$ cat config.mk
export PLATFORM = sky130hd
export DESIGN_NAME = frame_clk_div
export DESIGN_NICKNAME = d
export VERILOG_FILES = /design/src/rtl/frame_clk_div.sv
export SDC_FILE = /design/constraint.sdc
export NUM_CORES = 1
export LEC_CHECK = 0
export ABC_AREA = 0
export BUFFER_PORTS_ARGS = -buffer_cell sky130_fd_sc_hd__buf_2
export CAP_MARGIN = 10
export CORE_MARGIN = 2
export CORE_UTILIZATION = 35
export CTS_BUF_LIST = sky130_fd_sc_hd__clkbuf_4
export CTS_CLUSTER_DIAMETER = 150
export DETAILED_ROUTE_END_ITERATION = 16
export GPL_ROUTABILITY_DRIVEN = 0
export GPL_TIMING_DRIVEN = 0
export PLACE_DENSITY_LB_ADDON = 0.25
export REMOVE_ABC_BUFFERS = 1
export SYNTH_ARGS = -nofsm -noshare
export SYNTH_HDL_FRONTEND = slang
export SYNTH_SLANG_ARGS = --single-unit
$ cat constraint.sdc
create_clock -name clk -period 3.1 [get_ports clk]
set_input_delay 0.62 -clock clk [delete_from_list [all_inputs] [get_ports clk]]
set_output_delay 0.62 -clock clk [all_outputs]
set_load 0.005 [all_outputs]
$ cat src/rtl/frame_clk_div.sv
module frame_clk_div #(
  parameter int CODE_W    = 4,
  parameter int MAX_CODE  = 10,
  parameter int HALF_UNIT = 128
) (
  input  logic              clk,
  input  logic              rst_n,
  input  logic [CODE_W-1:0] play_code,
  input  logic              play_double,
  input  logic [CODE_W-1:0] rec_code,
  input  logic              rec_double,
  input  logic              rec_route,
  output logic              word_clk,
  output logic              play_strobe,
  output logic              rec_fclk,
  output logic              rec_strobe,
  output logic              gp_out
);
  localparam int MAX_UNITS = MAX_CODE + 2;
  localparam int UW        = $clog2(MAX_UNITS + 1);
  localparam int CNT_W     = $clog2(HALF_UNIT * MAX_UNITS);

  logic [1:0] fclk_v, stb_v;

  for (genvar g = 0; g < 2; g++) begin : g_path
    logic [CODE_W-1:0] code_raw, code_c;
    logic              dbl;
    logic [UW-1:0]     units_in, units_q, units_act;
    logic [CNT_W-1:0]  cnt;
    logic [CNT_W:0]    period, half;

    assign code_raw  = (g == 0) ? play_code : rec_code;
    assign dbl       = (g == 0) ? play_double : rec_double;
    assign code_c    = (code_raw > CODE_W'(MAX_CODE)) ? CODE_W'(MAX_CODE) : code_raw;
    assign units_in  = dbl ? UW'(1) : UW'(code_c) + UW'(2);
    assign units_act = (cnt == '0) ? units_in : units_q;
    assign period    = (CNT_W+1)'(units_act) * (CNT_W+1)'(HALF_UNIT);
    assign half      = period >> 1;

    always_ff @(posedge clk or negedge rst_n) begin
      if (!rst_n) begin
        cnt     <= '0;
        units_q <= UW'(2);
      end else begin
        units_q <= units_act;
        if ({1'b0, cnt} == period - 1'b1) cnt <= '0;
        else                              cnt <= cnt + 1'b1;
      end
    end

    assign fclk_v[g] = ({1'b0, cnt} < half);
    assign stb_v[g]  = (cnt == '0);
  end

  assign word_clk    = fclk_v[0];
  assign play_strobe = stb_v[0];
  assign rec_fclk    = fclk_v[1];
  assign rec_strobe  = stb_v[1];
  assign gp_out      = rec_route & fclk_v[1];
endmodule

==> results.tsv, run 1 <==
metric	value	unit
track_usage	13.6	%
worstSkewPairLatency	0.34	ns
critPathMaxFanout	4	
numPortBuffers	17	
syn_inst	200	
n_antenna_cell	0	
grt.overflow.total	0	
met2WireLength	1760	um
crit_buf_inv	3	
coreArea	5440	sq um
synth_top_family_by_area	simple AND/OR/NAND/NOR gates	
worstPathArrival	2.82	ns
failed_checks	negative setup slack	
cpPeakStageDelay	0.47	ns
ys.warnings.count	0	
drive_gt1_share	34.2	%
num_vias	1537	
crit_family	simple AND/OR/NAND/NOR gates	
clk_pin_slew	0.10	ns
irDropWorstVdd	196	uV
power_density	478	nW/um^2
wirelength	3840	um
synth_flop_cell	dfrtp_1	
synth_most_common_cell	dfrtp_1	
io_pins	18	
numCtsBuffers	5	
final_area	2390	sq um
p_leak	1.05	nW
final_nets	264	
final_util	43.9	%
finalPower	1.14	mW
h-tree-depth	2	
antenna_found_initial	0	
dpl_cell_area	2090	sq um
synthTopCellsByCount	dfrtp_1 (28), nor2_1 (20), xnor2_1 (17), inv_1 (14), ha_1 (12)	
top_layer	met4	
cp-start-kind	register	
crit_chain	inv_1, ha_1, or4b_4, nor4_4, buf_6, mux2i_4, ha_1, a21boi_1, o221a_2, nor3_2, buf_2	
clkSinkCount	30	
fp.dieH	78.7	um
fin_skew	0.0119	ns
syn2layout_area_growth	22.2	%
worst_path_most_repeated_cell	ha_1	
criticalPathCategory	reg -> out	
dr.pass1.iters	4	
drt-met1-wl	1910	um
slew_violations	0	
ys_seq_area_share	38.5	%
syn_area_per_cell	9.77	sq um
period_needed	3.44	ns
yosys.area.top_type	dfrtp_1	
ant_nets	0	
synth-async-reset-ratio	100	%
synthMuxAreaShare	4.80	%
crit_slowest_cell	or4b_4	
setup_tns	-0.732	ns
synthAdderAreaFrac	8.19	%
clock_path_buffers	2	
grt_max_degree	31	
dieArea	6200	sq um
wl_per_cell	12.3	um
hpwlAfterDp	2590	um
drc	0	
vias_per_cell	4.93	
start_util	35.9	%
synth_top_area_share	35.9	%
die_w	78.7	um
rows	27	
finalSetupViolations	11	
yosys.area_share.simple	19.9	%
finalHoldViolCount	0	
setup_ws	-0.339	ns
cts_root_buf	clkbuf_4	
grt_pass1_wl	6690	um
dpl.cell_count	284	
wl_met3	99	um
synth_compound_area_share	11.2	%
cts_tree	built	
hp-class	in -> async	
max_freq	291	MHz
synth-edff-count	0	
ys_top_cells_by_area	dfrtp_1 (36%), ha_1 (7.7%), xnor2_1 (7.6%), xor2_1 (4.5%), nor2_1 (3.8%)	
cp.required	2.48	ns
fin_crit_sh	111	%
drv_cap	0	
worst_slew_pin_slew	0.682	ns
grt_pass1_vias	1472	
cp-end-kind	output pin	
synth-seq-cells	30	
slew_headroom	54.5	%
drtIter0Drc	41	
final_cells	312	
netlist_area	1950	sq um
ys_types	51	
synth_xor_area_share	12.1	%
rsz0062_at_grt	yes	
holdBufCountCts	0	
status	finished, violations left	
## worst paths after layout
kind                                  start          endpoint  slack, ns  cells past startpoint
setup reg to reg           g_path[1].cnt[0]  g_path[1].cnt[7]      -0.02                     16
hold / removal                        rst_n  g_path[0].cnt[8]       0.31                      1
hold reg to reg            g_path[1].cnt[4]  g_path[1].cnt[4]       0.53                      1
min in group clk           g_path[1].cnt[4]  g_path[1].cnt[4]       0.53                      1
setup / recovery           g_path[1].cnt[0]            gp_out      -0.34                     11
max in group asynchronous             rst_n  g_path[1].cnt[7]       2.30                      1
## final cells by class
| cell class | instances | area (sq um) |
|---|---|---|
| clock inverters | 1 | 3.75 |
| flip-flops and latches | 30 | 759 |
| well taps | 72 | 90.1 |
| repair buffers | 37 | 243 |
| fillers | 550 | 3050 |
| inverters | 17 | 65.1 |
| multi-input cells | 148 | 1170 |
| clock buffers | 7 | 52.6 |
## logic make-up (layout without fill, tap and decap cells)
group / count (synthesis) / count (layout)
multiplexers: 9 / 9
buffers and inverters: 22 / 62
adder cells (fa/ha/maj): 13 / 13
flip-flops: 30 / 30
AND/OR/NAND/NOR: 68 / 68
XOR/XNOR: 27 / 27
AO/OA/AOI/OAI: 31 / 31
## through the flow
step	hold WS, ns	worst slack, ns
final	0.308	-0.339
after global routing	0.347	-0.462
after CTS	0.319	-0.366
after global placement	0.485	-0.397
after floorplan	0.324	-0.0500
after detailed placement	0.491	-0.386
## registers in the layout (all words and copies together), names as in the netlist
register,count
g_path.cnt,22
g_path.units_q,8
## per-layer routing
metal | vias up | track usage (%)
met5 | - | 0
met4 | 0 | 5.79
met3 | 6 | 2.73
met2 | 17 | 22.2
met1 | 738 | 17.6
li1 | 776 | -
## cell usage in the layout (no fill, tap or decap), types with 2 or more instances in the layout
master,synthesis,final
clkbuf_4,0,7
o21ai_0,2,2
nand3_1,6,6
buf_6,1,2
o21ai_1,3,3
a21boi_1,2,2
nand2_1,6,6
xor2_1,10,10
xnor2_1,17,17
nor2b_1,3,3
dfstp_2,2,2
nand2b_1,2,2
mux2i_4,0,3
a21o_1,3,3
nor3_1,5,4
inv_1,14,14
and3_1,2,2
mux2i_1,6,3
nor2_2,7,7
a22oi_1,2,2
buf_4,0,18
nor4_1,3,2
dfrtp_1,28,23
buf_2,1,17
nor2_1,20,20
mux2_2,3,3
dfrtp_2,0,5
ha_1,12,11
inv_2,2,2
nor3_2,1,2
a21oi_1,10,9
nand4_1,3,3
## power breakdown
part | leakage, nW | total [mW] | switching (mW) | internal [mW]
Sequential | 0.352 | 0.543 | 0.0786 | 0.464
Combinational | 0.665 | 0.357 | 0.177 | 0.180
Clock | 0.0338 | 0.241 | 0.137 | 0.105
Total | 1.05 | 1.14 | 0.392 | 0.749
## what timing repair did
action	4_1_cts	5_1_grt
resized for setup	15	6
buffers inserted	16	4
pin swaps	10	4
endpoints found under the setup margin	11	11
No activity file was read; power rests on OpenSTA's default activity.
==> run 2: changes to the inputs <==
--- a/config.mk
+++ b/config.mk
@@ -9,9 +9,9 @@
 export BUFFER_PORTS_ARGS = -buffer_cell sky130_fd_sc_hd__buf_2
 export CAP_MARGIN = 10
 export CORE_MARGIN = 2
-export CORE_UTILIZATION = 35
+export CORE_UTILIZATION = 40
 export CTS_BUF_LIST = sky130_fd_sc_hd__clkbuf_4
-export CTS_CLUSTER_DIAMETER = 150
+export CTS_CLUSTER_DIAMETER = 80
 export DETAILED_ROUTE_END_ITERATION = 16
 export GPL_ROUTABILITY_DRIVEN = 0
 export GPL_TIMING_DRIVEN = 0
==> results.tsv, run 2 (same netlist as run 1, synthesis figures left out) <==
metric	value	unit
reg.largest.list	g_path.cnt x22, g_path.units_q x8	
fin_crit_sh	113	%
setup_ws	-0.418	ns
h-tree-depth	2	
r2r_end	g_path[1].cnt[10]	
grt_pass1_vias	1440	
grt_pass1_wl	6450	um
final_util	50.4	%
vias_per_cell	4.90	
cts_root_buf	clkbuf_4	
start_util	41.4	%
drive_gt1_share	33.3	%
drtIter0Drc	75	
cp.required	2.48	ns
wirelength	3790	um
worstPathArrival	2.90	ns
criticalPathCategory	reg -> out	
finalSetupViolations	11	
drc	0	
slew_violations	0	
whs	0.313	ns
die_w	73.9	um
failed_checks	negative setup slack	
numCtsBuffers	5	
multiInputGateArea	1200	sq um
dieArea	5460	sq um
largest_register	g_path.cnt	
rr_worst_depth	15	
worstSkewPairLatency	0.34	ns
period_needed	3.52	ns
power_density	474	nW/um^2
ant_nets	0	
grt.overflow.total	0	
io_pins	18	
n_antenna_cell	0	
setup_tns	-1.94	ns
fin_skew	0.0152	ns
hp-class	in -> async	
status	finished, violations left	
max_freq	284	MHz
largest_register_ffs	22	
irDropWorstVdd	243	uV
cts_tree	built	
grt_max_degree	31	
num_vias	1491	
r2r-start	g_path[1].cnt[7]	
fp.dieH	73.9	um
wl_per_cell	12.5	um
slew_headroom	53.9	%
clk_pin_slew	0.11	ns
final_cell_mix	dfrtp_1 (25), nor2_1 (20), xnor2_1 (17), buf_2 (17), buf_4 (16)	
numPortBuffers	17	
final_common_cell	dfrtp_1	
syn2layout_area_growth	21.8	%
finalHoldViolCount	0	
rsz0062_at_grt	yes	
track_usage	15.9	%
drv_cap	0	
critPathMaxFanout	7	
antenna_found_initial	0	
final_nets	261	
ff_latch_area	757	sq um
worst_slew_pin_slew	0.691	ns
dr.pass1.iters	4	
r2r_setup_slack	-0.14	ns
crit_chain	or4b_4, nor4_4, buf_6, mux2i_4, ha_4, a21boi_1, o221a_2, nor3_2, buf_2	
clkSinkCount	30	
cp-start-kind	register	
p_leak	1.04	nW
cpPeakStageDelay	0.59	ns
hpwlAfterDp	2550	um
crit_slowest_cell	or4b_4	
rows	25	
clock_path_buffers	2	
coreArea	4720	sq um
fill_cells	442	
holdBufCountCts	0	
cp-end-kind	output pin	
run 2: cell count changes in the layout (fill, tap and decap cells not counted):
cell / change
nor3_4: +1
clkbuf_4: -1
nor3_2: -1
clkinv_2: +1
ha_4: +2
ha_1: -2
buf_4: -2
dfrtp_2: -2
dfrtp_1: +2
buf_6: -1
run 2: power breakdown:
group / total, mW / switching (mW) / internal [mW] / leakage [nW]
clock network: 0.234 / 0.140 / 0.0938 / 0.0331
logic: 0.334 / 0.164 / 0.171 / 0.652
registers: 0.561 / 0.0965 / 0.464 / 0.355
total: 1.13 / 0.400 / 0.729 / 1.04
run 2: area by class of cell:
type	instances	area share (%)
multi-input combinational	148	50.6
sequential	30	31.8
timing repair buffer	34	9.09
tap	67	3.52
inverter	17	2.73
clock buffer	6	1.89
clock inverter	2	0.368
run 2: worst max-delay path by stage:
stage	startpoint	to
3_5_place_dp	g_path[1].cnt[0]	gp_out
2_1_floorplan	g_path[1].cnt[0]	gp_out
3_3_place_gp	g_path[1].cnt[0]	gp_out
5_1_grt	g_path[1].cnt[0]	gp_out
4_1_cts	g_path[1].cnt[0]	gp_out
6_report	g_path[1].cnt[7]	gp_out
run 2: routing by layer:
metal | track usage (%) | part of all wire (%) | vias up
li1 | - | - | 761
met3 | 5.21 | 3.7 | 4
met2 | 25.3 | 47 | 24
met1 | 19.8 | 47 | 702
met5 | 0 | 0 | -
met4 | 6.87 | 1.6 | 0
run 2: critical path, delay by kind of cell (launching register included):
kind,cells,cell delay [ns]
buffers and inverters,2,0.30
flip-flops,1,0.49
adder cells (fa/ha/maj),1,0.23
multiplexers,1,0.27
AND/OR/NAND/NOR,3,0.88
AO/OA/AOI/OAI,2,0.38
run 2: timing repair:
| item | in CTS | in global routing |
|---|---|---|
| resized for setup | 18 | 3 |
| setup buffers | 16 | 1 |
| endpoints found under the setup margin | 11 | 11 |
| pin swaps | 13 | 3 |
run 2: per-stage QoR:
step	area, sq um	cells	power [mW]	setup WS [ns]
after detailed placement	2090	279	0.822	-0.440
after floorplan	1920	195	0.742	-0.0500
after CTS	2340	303	1.13	-0.406
after global placement	2090	279	0.817	-0.405
after global routing	2380	304	1.21	-0.541
final	2380	304	1.13	-0.418
